File: src/rtl/capcal_pkg.sv
`timescale 1ns/1ps
package capcal_pkg;

   typedef enum logic [2:0] {
      CC_IDLE  = 3'd0,
      CC_RUN_T = 3'd1,
      CC_REST  = 3'd2,
      CC_RUN_R = 3'd3,
      CC_DIV   = 3'd4,
      CC_MAP   = 3'd5,
      CC_DONE  = 3'd6
   } cc_state_t;

   // Boundary between code n and n+1, in q-format with frac fraction bits.
   // base and unit are in units of 1/10000 of the nominal capacitance.
   function automatic int unsigned cc_threshold(input int n, input int frac,
                                                input int base, input int unit);
      longint unsigned num;
      longint unsigned den;
      num = longint'(20000) << frac;
      den = longint'(2 * base + (2 * n + 1) * unit);
      return int'(num / den);
   endfunction

   function automatic int cc_nominal_code(input int levels, input int frac,
                                          input int base, input int unit);
      int c;
      c = 0;
      for (int n = 0; n < levels; n++)
         if ((1 << frac) < cc_threshold(n, frac, base, unit)) c++;
      return c;
   endfunction

endpackage

File: src/rtl/capcal_sync.sv
`timescale 1ns/1ps
module capcal_sync #(
   parameter int WIDTH  = 1,
   parameter int STAGES = 2,
   parameter bit USE_RST = 1'b1
) (
   input  logic             clk,
   input  logic             rst_n,
   input  logic [WIDTH-1:0] d,
   output logic [WIDTH-1:0] q
);
   logic [WIDTH-1:0] chain [STAGES];

   generate
      if (STAGES < 2) begin : g_bad
         $error("capcal_sync needs at least two stages");
      end
      if (USE_RST) begin : g_rst
         always_ff @(posedge clk or negedge rst_n) begin
            if (!rst_n) begin
               for (int i = 0; i < STAGES; i++) chain[i] <= '0;
            end else begin
               chain[0] <= d;
               for (int i = 1; i < STAGES; i++) chain[i] <= chain[i-1];
            end
         end
      end else begin : g_free
         always_ff @(posedge clk) begin
            chain[0] <= d;
            for (int i = 1; i < STAGES; i++) chain[i] <= chain[i-1];
         end
      end
   endgenerate

   assign q = chain[STAGES-1];
endmodule

File: src/rtl/capcal_edge_counter.sv
`timescale 1ns/1ps
module capcal_edge_counter #(
   parameter int CNT_W   = 16,
   parameter int WIN_CYC = 4096
) (
   input  logic             clk,
   input  logic             rst_n,
   input  logic             run,
   input  logic             osc_s,
   output logic             win_end,
   output logic [CNT_W-1:0] count
);
   localparam int WIN_W = $clog2(WIN_CYC + 1);

   logic [WIN_W-1:0] win_cnt;
   logic             osc_prev;
   logic             rise;
   logic             in_win;

   assign rise    = osc_s & ~osc_prev;
   assign in_win  = run && (win_cnt < WIN_W'(WIN_CYC));
   assign win_end = run && (win_cnt == WIN_W'(WIN_CYC));

   always_ff @(posedge clk or negedge rst_n) begin
      if (!rst_n) begin
         win_cnt  <= '0;
         osc_prev <= 1'b0;
         count    <= '0;
      end else begin
         osc_prev <= osc_s;
         if (!run) begin
            win_cnt <= '0;
            count   <= '0;
         end else if (in_win) begin
            win_cnt <= win_cnt + 1'b1;
            if (rise && (count != '1)) count <= count + 1'b1;
         end
      end
   end
endmodule

File: src/rtl/capcal_divider.sv
`timescale 1ns/1ps
module capcal_divider #(
   parameter int CNT_W = 16,
   parameter int FRAC  = 8
) (
   input  logic                  clk,
   input  logic                  rst_n,
   input  logic                  start,
   input  logic [CNT_W-1:0]      numer,
   input  logic [CNT_W-1:0]      denom,
   output logic                  busy,
   output logic [CNT_W+FRAC-1:0] quot
);
   localparam int Q_W  = CNT_W + FRAC;
   localparam int IT_W = $clog2(Q_W + 1);

   logic [Q_W-1:0]   dvd;
   logic [CNT_W-1:0] dvs;
   logic [CNT_W-1:0] rem;
   logic [IT_W-1:0]  iter;
   logic [CNT_W:0]   trial;
   logic             fits;

   assign trial = {rem, dvd[Q_W-1]};
   assign fits  = trial >= {1'b0, dvs};

   always_ff @(posedge clk or negedge rst_n) begin
      if (!rst_n) begin
         dvd  <= '0;
         dvs  <= '0;
         rem  <= '0;
         iter <= '0;
         busy <= 1'b0;
         quot <= '0;
      end else if (start) begin
         dvd  <= {numer, {FRAC{1'b0}}};
         dvs  <= denom;
         rem  <= '0;
         quot <= '0;
         iter <= IT_W'(Q_W);
         busy <= 1'b1;
      end else if (busy) begin
         dvd  <= dvd << 1;
         rem  <= fits ? CNT_W'(trial - {1'b0, dvs}) : trial[CNT_W-1:0];
         quot <= {quot[Q_W-2:0], fits};
         iter <= iter - 1'b1;
         if (iter == IT_W'(1)) busy <= 1'b0;
      end
   end
endmodule

File: src/rtl/capcal_codemap.sv
`timescale 1ns/1ps
module capcal_codemap #(
   parameter int Q_W    = 24,
   parameter int FRAC   = 8,
   parameter int CODE_W = 3,
   parameter int BASE   = 8872,
   parameter int UNIT   = 379
) (
   input  logic [Q_W-1:0]    quot,
   output logic [CODE_W-1:0] code
);
   import capcal_pkg::*;

   localparam int LEVELS = (1 << CODE_W) - 1;

   logic [LEVELS-1:0] below;

   generate
      for (genvar n = 0; n < LEVELS; n++) begin : g_thr
         localparam int unsigned THR = cc_threshold(n, FRAC, BASE, UNIT);
         assign below[n] = quot < Q_W'(THR);
      end
   endgenerate

   always_comb begin
      code = '0;
      for (int n = 0; n < LEVELS; n++) code = code + CODE_W'(below[n]);
   end
endmodule

File: src/rtl/capcal_override.sv
`timescale 1ns/1ps
module capcal_override #(
   parameter int CODE_W = 3
) (
   input  logic              clk,
   input  logic              sdata,
   input  logic              sclk,
   output logic [CODE_W-1:0] code
);
   logic [1:0] s;
   logic       sclk_prev;

   capcal_sync #(.WIDTH(2), .STAGES(2), .USE_RST(1'b0)) u_sync (
      .clk   (clk),
      .rst_n (1'b1),
      .d     ({sclk, sdata}),
      .q     (s)
   );

   always_ff @(posedge clk) begin
      sclk_prev <= s[1];
      if (s[1] && !sclk_prev) code <= {code[CODE_W-2:0], s[0]};
   end
endmodule

File: src/rtl/capcal_ctrl.sv
`timescale 1ns/1ps
module capcal_ctrl #(
   parameter int CNT_W   = 16,
   parameter int FRAC    = 8,
   parameter int WIN_CYC = 4096,
   parameter int GAP_CYC = 2,
   parameter int CODE_W  = 3,
   parameter int BASE    = 8872,
   parameter int UNIT    = 379
) (
   input  logic              clk,
   input  logic              rst_n,
   input  logic              cal_req,
   input  logic              osc_in,
   input  logic              ovr_sdata,
   input  logic              ovr_sclk,
   output logic              osc_run,
   output logic              cap_sel,
   output logic [CODE_W-1:0] bank_code,
   output logic              cal_done,
   output logic              div_err
);
   import capcal_pkg::*;

   localparam int Q_W      = CNT_W + FRAC;
   localparam int GAP_W    = $clog2(GAP_CYC + 1);
   localparam int LEVELS   = (1 << CODE_W) - 1;
   localparam int NOM_CODE = cc_nominal_code(LEVELS, FRAC, BASE, UNIT);

   generate
      if (GAP_CYC < 2) begin : g_gap_chk
         $error("GAP_CYC must be at least 2");
      end
      if ($clog2(WIN_CYC) > CNT_W) begin : g_cnt_chk
         $error("CNT_W too narrow for WIN_CYC");
      end
      if (CODE_W < 2) begin : g_code_chk
         $error("CODE_W must be at least 2");
      end
   endgenerate

   cc_state_t        state;
   logic [GAP_W-1:0] gap_cnt;
   logic [CNT_W-1:0] cnt_test_q;
   logic [CODE_W-1:0] code_q;
   logic [CODE_W-1:0] map_code;
   logic [CODE_W-1:0] ovr_code;
   logic [1:0]       in_s;
   logic             cal_prev;
   logic             cal_rise;
   logic             run;
   logic             win_end;
   logic [CNT_W-1:0] count;
   logic             div_start;
   logic             div_busy;
   logic [Q_W-1:0]   quot;
   logic             zero_cnt;

   capcal_sync #(.WIDTH(2), .STAGES(2), .USE_RST(1'b1)) u_in_sync (
      .clk   (clk),
      .rst_n (rst_n),
      .d     ({cal_req, osc_in}),
      .q     (in_s)
   );

   always_ff @(posedge clk or negedge rst_n) begin
      if (!rst_n) cal_prev <= 1'b0;
      else        cal_prev <= in_s[1];
   end
   assign cal_rise = in_s[1] & ~cal_prev;

   assign run     = (state == CC_RUN_T) || (state == CC_RUN_R);
   assign osc_run = run;
   assign cap_sel = (state == CC_REST) || (state == CC_RUN_R);

   capcal_edge_counter #(.CNT_W(CNT_W), .WIN_CYC(WIN_CYC)) u_cnt (
      .clk     (clk),
      .rst_n   (rst_n),
      .run     (run),
      .osc_s   (in_s[0]),
      .win_end (win_end),
      .count   (count)
   );

   assign zero_cnt  = (count == '0) || (cnt_test_q == '0);
   assign div_start = (state == CC_RUN_R) && win_end && !zero_cnt && !cal_rise;

   capcal_divider #(.CNT_W(CNT_W), .FRAC(FRAC)) u_div (
      .clk   (clk),
      .rst_n (rst_n),
      .start (div_start),
      .numer (count),
      .denom (cnt_test_q),
      .busy  (div_busy),
      .quot  (quot)
   );

   capcal_codemap #(.Q_W(Q_W), .FRAC(FRAC), .CODE_W(CODE_W),
                    .BASE(BASE), .UNIT(UNIT)) u_map (
      .quot (quot),
      .code (map_code)
   );

   capcal_override #(.CODE_W(CODE_W)) u_ovr (
      .clk   (clk),
      .sdata (ovr_sdata),
      .sclk  (ovr_sclk),
      .code  (ovr_code)
   );

   always_ff @(posedge clk or negedge rst_n) begin
      if (!rst_n) begin
         state      <= CC_IDLE;
         gap_cnt    <= '0;
         cnt_test_q <= '0;
         code_q     <= CODE_W'(NOM_CODE);
         cal_done   <= 1'b0;
         div_err    <= 1'b0;
      end else if (cal_rise) begin
         state    <= CC_IDLE;
         gap_cnt  <= '0;
         code_q   <= CODE_W'(NOM_CODE);
         cal_done <= 1'b0;
         div_err  <= 1'b0;
      end else begin
         unique case (state)
            CC_IDLE, CC_REST: begin
               if (gap_cnt == GAP_W'(GAP_CYC - 1)) begin
                  gap_cnt <= '0;
                  state   <= (state == CC_IDLE) ? CC_RUN_T : CC_RUN_R;
               end else begin
                  gap_cnt <= gap_cnt + 1'b1;
               end
            end
            CC_RUN_T: begin
               if (win_end) begin
                  cnt_test_q <= count;
                  state      <= CC_REST;
               end
            end
            CC_RUN_R: begin
               if (win_end) begin
                  if (zero_cnt) begin
                     div_err  <= 1'b1;
                     cal_done <= 1'b1;
                     code_q   <= CODE_W'(NOM_CODE);
                     state    <= CC_DONE;
                  end else begin
                     state <= CC_DIV;
                  end
               end
            end
            CC_DIV: begin
               if (!div_busy) state <= CC_MAP;
            end
            CC_MAP: begin
               code_q   <= map_code;
               cal_done <= 1'b1;
               state    <= CC_DONE;
            end
            default: state <= CC_DONE;
         endcase
      end
   end

   assign bank_code = rst_n ? code_q : ovr_code;

endmodule

File: config.mk
export PLATFORM = sky130hd
export DESIGN_NAME = capcal_ctrl
export DESIGN_NICKNAME = d
export VERILOG_FILES = /design/src/rtl/capcal_pkg.sv /design/src/rtl/capcal_sync.sv /design/src/rtl/capcal_edge_counter.sv /design/src/rtl/capcal_divider.sv /design/src/rtl/capcal_codemap.sv /design/src/rtl/capcal_override.sv /design/src/rtl/capcal_ctrl.sv
export SDC_FILE = /design/constraint.sdc
export NUM_CORES = 1
export LEC_CHECK = 0
export BUFFER_PORTS_ARGS = -buffer_cell sky130_fd_sc_hd__clkbuf_2
export CORE_ASPECT_RATIO = 1.4
export CORE_MARGIN = 10
export CORE_UTILIZATION = 40
export CTS_BUF_LIST = sky130_fd_sc_hd__clkbuf_4
export DETAILED_ROUTE_END_ITERATION = 10
export PLACE_DENSITY_LB_ADDON = 0.1
export SYNTH_ARGS = -nofsm -noshare
export SYNTH_HDL_FRONTEND = slang
export SYNTH_SLANG_ARGS = --single-unit
File: constraint.sdc
create_clock -name clk -period 6.6 [get_ports clk]
set_input_delay 0.99 -clock clk [delete_from_list [all_inputs] [get_ports clk]]
set_output_delay 0.99 -clock clk [all_outputs]
set_load 0.01 [all_outputs]
==> results.tsv <==
stage	metric	value	unit
finish	fin_nets	779	
floorplanning	die_h	181.0	µm
routing	routed_via_density	5.175	
routing	first_pass_iters	6	
clock_tree	cts_setup_buffers	0	
worst_setup_path	critPathLaunchType	flop	
worst_setup_path	crit_fanout	4	
yosys	synthArstFlopShare	94.56	%
min_path	hold_class	input port to async pin	
finish	seqCellArea	3672	µm²
floorplanning	initial_core_util	41.00	%
placement	dp_hpwl	10300	µm
run_status	outcome	finished clean	
clock_tree	ctsHoldBuffers	0	
clock_tree	clk_latency	0.55	ns
worst_setup_path	critPathKind	flop to flop	
floorplanning	dieWidth	135.0	µm
finish	area_growth	7.617	%
finish	final_common_cell	dfrtp_1	
yosys	synth_nets	781	
power_and_ir_drop	total_power	1.683	mW
power_and_ir_drop	p_seq_share	56.0	%
yosys	syn_inst	746	
floorplanning	core	18070	µm²
yosys	syn-cell-area	7408	µm²
floorplanning	die-area	24440	µm²
sta	min_period	3.425	ns
routing	drt-total-wl	14750	µm
sta	worstMarginPinSlew	0.8784	ns
placement	dp.cells	965	
sta	slew-limit-headroom	41.25	%
clock_tree	clkTransAtPathRegs	0.15	ns
yosys	ys_seq_area_share	49.55	%
finish	nFillCells	1786	
power_and_ir_drop	swShare	28.26	%
sta	fin_skew	0.02151	ns
finish	drive_gt1_share	10.17	%
flow_run	maxCapViolCount	0	
clock_tree	htreeDepth	4	
global_route	grt_max_degree	61	
floorplanning	row_count	58	
power_and_ir_drop	vdd_ir_drop_max	0.1178	mV
yosys	ys_types	58	
sta	final_max_slew_viol_count	0	
sta	rsz0062_at_grt	false	
worst_setup_path	crit_start	u_div.quot[14]	
finish	layout.cells.non_filler	998	
placement	place.gp.congestion	0.7770	
power_and_ir_drop	power.leakage	3.563	nW
power_and_ir_drop	p_switching	475.6	µW
finish	final_cell_mix	dfrtp_1 (136), nor2_1 (90), nand2_1 (68)	
clock_tree	cts_buffers	17	
global_route	grt_pass1_wl	26160	µm
power_and_ir_drop	pwr-share-comb	7.5	%
sta	hold_ws	0.3198	ns
power_and_ir_drop	p_int	1.207	mW
clock_tree	cts_resized	0	
global_route	grt_pass1_vias	5344	
global_route	grt_overflow_total	0	
worst_setup_path	cp.arrival	3.87	ns
sta	fmax	292.0	MHz
yosys	ys.flop_type	dfrtp_1	
sta	setup_viol	0	
sta	fin_crit_sh	51.89	%
placement	port_buffers	12	
yosys	synth-edff-count	3	
routing	avgRoutedWirePerCell	14.78	µm
worst_setup_path	r2r_cells	11	
sta	finalSetupTns	0	ns
clock_tree	cts.sinks	147	
yosys	postSynthAreaPerCell	9.931	µm²
power_and_ir_drop	power-per-cell-area	211.1	nW/µm²
global_route	antenna_found_initial	1	
routing	drtAntennaViolNets	0	
finish	multi_input_area	3452	µm²
clock_tree	cts_tree	yes	
power_and_ir_drop	pwr-share-clk	36.5	%
worst_setup_path	reg2reg_from	u_div.quot[14]	
sta	hold_viol	0	
worst_setup_path	critical_path_required	7.05	ns
clock_tree	cts_root_buffer	clkbuf_4	
global_route	grt_use_total	12.92	%
routing	dr.first_iter.drc_count	209	
worst_setup_path	cp-end-kind	flop	
clock_tree	max-clock-path-buffers	2	
yosys	synth-seq-cells	147	
routing	drc	0	
routing	via_count	5165	
floorplanning	io_pins	13	
yosys	yosys_warnings	0	
## power groups by stage
stage / combinational (mW) / clock, mW / sequential [mW]
2_1_floorplan: 0.0792 / 0 / 0.955
3_3_place_gp: 0.128 / 0 / 0.958
3_5_place_dp: 0.132 / 0 / 0.960
4_1_cts: 0.131 / 0.646 / 0.943
5_1_grt: 0.145 / 0.680 / 0.946
6_report: 0.126 / 0.615 / 0.942
## final timing paths
kind | end | slack (ns)
worst min-delay path | u_div.rem[14] | 0.32
worst min register to register | u_ovr.u_sync.chain[0][3] | 0.35
max in group asynchronous | u_div.busy | 5.15
worst max-delay path | code_q[2] | 3.18
worst max register to register | code_q[2] | 3.18
min in group clk | u_ovr.u_sync.chain[0][3] | 0.35
## kinds of logic (layout without fill, tap and decap cells)
logic type	after synthesis	count (layout)	synth area share [%]
AO/OA/AOI/OAI	147	147	11.82
XOR/XNOR	40	40	4.729
adder cells (fa/ha/maj)	29	29	5.303
buffers and inverters	71	82	4.053
flip-flops	147	147	49.55
multiplexers	61	61	8.529
other	0	1	0
AND/OR/NAND/NOR	251	251	16.01
## through the flow
stage | setup WS, ns | instance area, µm² | utilization, %
finish | 3.175 | 7973 | 44.12
global route | 2.899 | 7973 | 44.12
CTS | 3.137 | 7970 | 44.11
detailed placement | 3.148 | 7656 | 42.37
global placement | 3.196 | 7656 | 42.37
floorplan | 3.408 | 7408 | -
## critical path, stage by stage, from the launching register on
cell	delay, ns
dfrtp_1	0.42
nor4_1	0.30
nand4_1	0.22
or2_2	0.36
nand2b_1	0.16
fa_1	0.50
inv_1	0.06
fa_1	0.47
ha_1	0.22
fa_1	0.37
xnor2_1	0.17
o22ai_1	0.08
## flip-flops by register name, indices dropped and copies added, names as in the netlist, 2 cells and up
signal / cells
u_in_sync.q: 2
u_div.rem: 16
u_div.dvs: 16
u_cnt.win_cnt: 13
u_div.iter: 5
u_div.quot: 24
u_in_sync.chain: 2
u_cnt.count: 16
u_ovr.u_sync.chain: 4
cnt_test_q: 16
u_div.dvd: 16
u_ovr.code: 3
gap_cnt: 2
state: 3
code_q: 3
## synth_stat cells (6+ instances only)
cell | instances | area [µm²]
a211oi_1 | 6 | 45.04
a21o_1 | 6 | 45.04
a21oi_1 | 41 | 205.2
a31oi_1 | 6 | 37.54
buf_2 | 14 | 70.07
clkbuf_1 | 21 | 78.83
dfrtp_1 | 137 | 3428
ha_1 | 25 | 312.8
inv_1 | 32 | 120.1
mux2_2 | 17 | 191.4
mux2i_1 | 44 | 440.4
nand2_1 | 68 | 255.2
nand2b_1 | 7 | 43.79
nand3_1 | 15 | 75.07
nand4_1 | 10 | 62.56
nor2_1 | 90 | 337.8
nor2b_1 | 12 | 75.07
nor3_1 | 13 | 65.06
nor4_1 | 12 | 75.07
o21ai_0 | 59 | 295.3
xnor2_1 | 23 | 201.4
xor2_1 | 17 | 148.9
## layer usage
layer,vias to the layer above,wire [µm],GRT usage [%]
met4,0,240,4.706
met5,-,0,0
met1,2520,6583,15.48
met2,42,7628,22.12
li1,2587,-,-
met3,16,295,2.776
## final cells by class
cell class / count / share of cell area (%)
antenna: 1 / 0.03139
timing repair buffer: 18 / 1.397
sequential: 147 / 46.06
multi-input combinational: 528 / 43.30
clock buffer: 17 / 1.601
inverter: 32 / 1.507
clock inverter: 15 / 2.338
tap: 240 / 3.766
Note: power is estimated with default switching activity, not from simulation.
